### src/rtl/ctmr_pkg.sv
package ctmr_pkg;
  typedef enum logic {
    MODE_COUNTER = 1'b0,
    MODE_TIMER   = 1'b1
  } ctmr_mode_e;

  typedef struct packed {
    logic start;
    logic stop;
    logic tick;
  } ctmr_cmd_t;
endpackage

### src/rtl/ctmr_preset.sv
module ctmr_preset #(
  parameter int BYTE_W = 8,
  parameter int NBYTES = 2,
  localparam int W = BYTE_W * NBYTES
) (
  input  logic              clk_i,
  input  logic              rst_ni,
  input  logic [NBYTES-1:0] we_i,
  input  logic [BYTE_W-1:0] data_i,
  output logic [W-1:0]      preset_o
);
  for (genvar g = 0; g < NBYTES; g++) begin : g_lane
    logic [BYTE_W-1:0] lane_q;
    always_ff @(posedge clk_i or negedge rst_ni) begin
      if (!rst_ni)      lane_q <= '0;
      else if (we_i[g]) lane_q <= data_i;
    end
    assign preset_o[g*BYTE_W +: BYTE_W] = lane_q;
  end
endmodule

### src/rtl/ctmr_core.sv
module ctmr_core
  import ctmr_pkg::*;
#(
  parameter int W = 16
) (
  input  logic       clk_i,
  input  logic       rst_ni,
  input  ctmr_cmd_t  cmd_i,
  input  ctmr_mode_e mode_i,
  input  logic [W-1:0] preset_i,
  output logic [W-1:0] cnt_o,
  output logic       run_o,
  output logic       tc_o
);
  logic [W-1:0] cnt_q, cnt_d;
  logic         run_q, run_d;

  assign tc_o = run_q & cmd_i.tick & ~cmd_i.start & ~cmd_i.stop
              & (cnt_q == W'(1));

  always_comb begin
    cnt_d = cnt_q;
    run_d = run_q;
    if (cmd_i.stop) begin
      run_d = 1'b0;
    end else if (cmd_i.start) begin
      run_d = 1'b1;
      cnt_d = preset_i;
    end else if (tc_o && mode_i == MODE_TIMER) begin
      cnt_d = preset_i;
    end else if (run_q && cmd_i.tick) begin
      cnt_d = cnt_q - 1'b1;  // counter mode wraps through zero
    end
  end

  always_ff @(posedge clk_i or negedge rst_ni) begin
    if (!rst_ni) begin
      cnt_q <= '0;
      run_q <= 1'b0;
    end else begin
      cnt_q <= cnt_d;
      run_q <= run_d;
    end
  end

  assign cnt_o = cnt_q;
  assign run_o = run_q;
endmodule

### src/rtl/ctmr_wave.sv
module ctmr_wave
  import ctmr_pkg::*;
(
  input  logic       clk_i,
  input  logic       rst_ni,
  input  logic       stop_i,
  input  logic       tc_i,
  input  ctmr_mode_e mode_i,
  output logic       out_o
);
  logic out_q;
  always_ff @(posedge clk_i or negedge rst_ni) begin
    if (!rst_ni)     out_q <= 1'b1;
    else if (stop_i) out_q <= 1'b1;
    else if (tc_i)   out_q <= (mode_i == MODE_TIMER) ? ~out_q : 1'b0;
  end
  assign out_o = out_q;
endmodule

### src/rtl/ctmr_snap.sv
module ctmr_snap #(
  parameter int W = 16
) (
  input  logic         clk_i,
  input  logic         rst_ni,
  input  logic         cap_i,
  input  logic [W-1:0] cnt_i,
  output logic [W-1:0] snap_o
);
  always_ff @(posedge clk_i or negedge rst_ni) begin
    if (!rst_ni)    snap_o <= '0;
    else if (cap_i) snap_o <= cnt_i;
  end
endmodule

### src/rtl/ctmr_top.sv
module ctmr_top
  import ctmr_pkg::*;
#(
  parameter int BYTE_W = 8,
  localparam int CNT_W = 2 * BYTE_W
) (
  input  logic              clk_i,
  input  logic              rst_ni,
  input  logic              pre_hi_we_i,
  input  logic              pre_lo_we_i,
  input  logic [BYTE_W-1:0] pre_data_i,
  input  logic              start_i,
  input  logic              stop_i,
  input  logic              timer_mode_i,
  input  logic              tick_i,
  input  logic              rd_cap_i,
  output logic [BYTE_W-1:0] val_hi_o,
  output logic [BYTE_W-1:0] val_lo_o,
  output logic              out_o
);
  logic [CNT_W-1:0] preset_q, cnt_q, snap_q;
  logic             run_q, tc;
  ctmr_cmd_t        cmd;
  ctmr_mode_e       mode;

  assign cmd  = '{start: start_i, stop: stop_i, tick: tick_i};
  assign mode = ctmr_mode_e'(timer_mode_i);

  ctmr_preset #(.BYTE_W(BYTE_W), .NBYTES(2)) u_preset (
    .clk_i, .rst_ni,
    .we_i    ({pre_hi_we_i, pre_lo_we_i}),
    .data_i  (pre_data_i),
    .preset_o(preset_q)
  );

  ctmr_core #(.W(CNT_W)) u_core (
    .clk_i, .rst_ni,
    .cmd_i   (cmd),
    .mode_i  (mode),
    .preset_i(preset_q),
    .cnt_o   (cnt_q),
    .run_o   (run_q),
    .tc_o    (tc)
  );

  ctmr_wave u_wave (
    .clk_i, .rst_ni,
    .stop_i(stop_i),
    .tc_i  (tc),
    .mode_i(mode),
    .out_o (out_o)
  );

  ctmr_snap #(.W(CNT_W)) u_snap (
    .clk_i, .rst_ni,
    .cap_i (rd_cap_i),
    .cnt_i (cnt_q),
    .snap_o(snap_q)
  );

  assign val_hi_o = snap_q[CNT_W-1:BYTE_W];
  assign val_lo_o = snap_q[BYTE_W-1:0];
endmodule

### config.mk
export PLATFORM = sky130hd
export DESIGN_NAME = ctmr_top
export DESIGN_NICKNAME = d
export VERILOG_FILES = /design/src/rtl/ctmr_pkg.sv /design/src/rtl/ctmr_preset.sv /design/src/rtl/ctmr_core.sv /design/src/rtl/ctmr_wave.sv /design/src/rtl/ctmr_snap.sv /design/src/rtl/ctmr_top.sv
export SDC_FILE = /design/constraint.sdc
export NUM_CORES = 1
export LEC_CHECK = 0
export BUFFER_PORTS_ARGS = -buffer_cell sky130_fd_sc_hd__buf_4
export CORE_MARGIN = 2
export CORE_UTILIZATION = 57
export DETAILED_ROUTE_END_ITERATION = 8
export PLACE_DENSITY = 0.87
export REMOVE_ABC_BUFFERS = 1
export SLEW_MARGIN = 20
export SYNTH_ARGS = -nofsm -noshare
export SYNTH_HDL_FRONTEND = slang
export SYNTH_SLANG_ARGS = --single-unit
export TNS_END_PERCENT = 50
### constraint.sdc
create_clock -name clk_i -period 2.7 [get_ports clk_i]
set_clock_uncertainty 0.15 [all_clocks]
set_input_delay 0.54 -clock clk_i [delete_from_list [all_inputs] [get_ports clk_i]]
set_output_delay 0.54 -clock clk_i [all_outputs]
set_load 0.01 [all_outputs]
==> qor.txt <==
Status = finished, final reports clean
First-pass DRT Iterations = 4
Synth Area in Simple Gates = 16.4%
Largest family of logic cells by synthesized area = multiplexers
Slowest CP cell = a21oi_2
CP Class = reg -> reg
Power share of the clock group = 24.5%
FILL cells = 317
Num CTS Buffers = 5
# rows = 23
Complex-gate fraction of the synthesized area = 9.43%
Synth async-reset ratio = 100%
CP cell instances = inv_1 -> ha_1 -> inv_1 -> nor4_1 -> a21oi_2 -> buf_4 -> or4b_1 -> nand3_1
Fmax = 392 MHz
Clk Latency, worst-skew pair = 0.30 ns
DR iter-0 viols = 192
Post-CTS sizing = 0
R2R Path Start = u_core.cnt_o[1]
Post-Synth Adder-Cell Area = 1.01%
CP Max Fanout = 13
Syn. warnings = 0
First-pass GRT wire length = 9.05 mm
Clk buf depth = 2
Die height = 70.0 um
Remaining Overflow, GRT = 0
Share of cells above drive strength 1 = 38.3%
Place WS = 0.166 ns
I/O pin total = 34
Setup WS post-layout = 0.148 ns
Vias in the first global route = 1,848
Drt via density = 6.09
GR Util All Layers = 23.6%
Xor-xnor portion of the synthesized cell area = 0%
CP most frequent cell = inv_1
WP data arrival = 2.65 ns
Synth Flop Type = dfrtp_1
Area added between synthesis and finish = 17.0%
Die area = 4900 um^2
Clock Sink Count = 50
Slew Limit Fails = 0
Post-synth EDFFs = 0
GP Congestion = 0.901
Post-Route Utilization = 71.0%
Vias = 1,863
Total Wirelength = 5.43 mm
Syn Inst Count = 216
PD cells = 622 nW/um^2
Initial antenna violation count = 0
Maximum VDD drop = 0.000406 V
Mux share of post-synthesis cell area = 18.4%
Maxcap violations = 0
DR WL/cell = 17.8 um
Detailed Place HPWL = 3.77 mm
Sw Share = 28.2%
Slew margin rel. = 46.0%
Synth Cell Area = 2480 um^2
Post-CTS setup buffer count = 0
CTS tree = done
Multi-input combinational cell area = 1120 um^2
Die width = 70.0 um
Post-synthesis sequential element count = 50
P_sw = 0.000510 W
R2r setup slk = 0.15 ns
Post-DRT Antenna Nets = 0
WP data required = 2.80 ns
Final period utilization = 94.5%
Critical path startpoint category = flop
Int Power = 0.00129 W
Leak = 1.22 nW
PortBufs = 33
Slew @ Worst Pin = 0.810 ns
H-tree levels = 2
RSZ-0062 raised after global routing = no
CP peak stage delay = 0.63 ns
Avg Inst Size Synth = 11.5 um^2
Distinct cells, synth = 41
Nets = 274
# setup viols final = 0
CORE AREA = 4090 um^2
Worst setup path start = u_core.cnt_o[1]
Fin Hold WS = 0.0984 ns
Largest net degree at the start of global routing = 51
Antenna diodes = 0
Crit. End Element = flop
Clock transition at the registers of the reported paths = 0.09 ns
HP Class = in -> async
Fin crit period = 2.55 ns
Sequential area share after synthesis = 50.5%
Most frequent cells in the layout = 49 x dfrtp_1, 45 x buf_4, 32 x mux2_2, 13 x nand2_1
Hold Fails Final Rpt = 0
Seq pwr share = 52.4%
Clock tree root driver cell = clkbuf_8
Initial core utilization = 60.7%
# DRC = 0
Reg area = 1250 um^2
Comb pwr share = 23.2%
Commonest non-fill, non-tap cell in the layout = dfrtp_1
Hold buffers post-CTS = 0
-- final timing paths --
check / cells past startpoint / end
max: 8 / u_core.cnt_o[10]
min: 1 / u_core.cnt_o[0]
max reg2reg: 8 / u_core.cnt_o[10]
min reg2reg: 1 / u_snap.snap_o[6]
max in group asynchronous: 1 / u_snap.snap_o[6]
min in group clk_i: 2 / u_preset.g_lane[1].lane_q[0]
-- logic make-up (layout without fill, tap and decap cells) --
logic type / after synthesis / in the layout
buf+inv: 22 / 62
simple gates: 69 / 69
flops: 50 / 50
fa+ha+maj: 2 / 2
mux: 39 / 39
compound gates: 34 / 34
-- registers in the layout, summed over array words and instances (netlist names) --
| register | flops |
|---|---|
| u_wave.out_o | 1 |
| u_preset.g_lane.lane_q | 16 |
| u_core.run_o | 1 |
| u_core.cnt_o | 16 |
| u_snap.snap_o | 16 |
-- metal layers --
| layer | GRT usage [%] | wire (um) | vias up |
|---|---|---|---|
| met5 | 0 | 0 | - |
| met3 | 6.49 | 356 | 6 |
| met4 | 8.55 | 47 | 0 |
| li1 | - | - | 870 |
| met2 | 36.5 | 2620 | 68 |
| met1 | 32.0 | 2410 | 919 |
-- power by group through the flow --
stage	Clock (W)	Sequential (W)	Combinational, W
global placement	0	0.000955	0.000409
finish	0.000441	0.000945	0.000418
global route	0.000487	0.000962	0.000455
CTS	0.000456	0.000945	0.000422
detailed placement	0	0.000959	0.000419
floorplan	0	0.000980	0.000177
-- critical path: cells and delay by family, from the launching register on --
kind,cells,cell delay (ns)
AO/OA/AOI/OAI,1,0.63
AND/OR/NAND/NOR,3,0.60
buffers and inverters,3,0.48
flip-flops,1,0.42
adder cells (fa/ha/maj),1,0.22
-- metrics by stage --
stage	TNS (ns)	std cells	cell area [um^2]	total power, W
after floorplan	-0.992	203	2410	0.00116
after global placement	0	298	2810	0.00136
after detailed placement	0	298	2810	0.00138
after CTS	0	306	2900	0.00182
after global routing	0	306	2900	0.00190
final	0	306	2900	0.00180
-- synthesized netlist by cell type, types with 3 or more instances --
cell | count | area [um^2]
o21ai_0 | 4 | 20.0
nor2_1 | 12 | 45.0
nand2_1 | 13 | 48.8
o22a_1 | 5 | 43.8
buf_6 | 3 | 33.8
a21oi_1 | 13 | 65.1
or4_1 | 3 | 22.5
clkbuf_1 | 6 | 22.5
mux2_2 | 32 | 360
dfrtp_1 | 49 | 1230
nor4_1 | 5 | 31.3
nand3_1 | 8 | 40.0
mux2_4 | 5 | 75.1
o32ai_1 | 5 | 43.8
nor3_1 | 6 | 30.0
and3_1 | 3 | 18.8
inv_1 | 9 | 33.8
nand4_1 | 3 | 18.8
-- final cells by class --
class                   count  share of cell area (%)
flip-flops and latches     50                    43.1
repair buffers             45                    11.6
clock inverters             1                   0.172
clock buffers               7                    2.97
well taps                  50                    2.16
inverters                   9                    1.16
multi-input cells         144                    38.8
No activity file was read; power rests on OpenSTA's default activity.
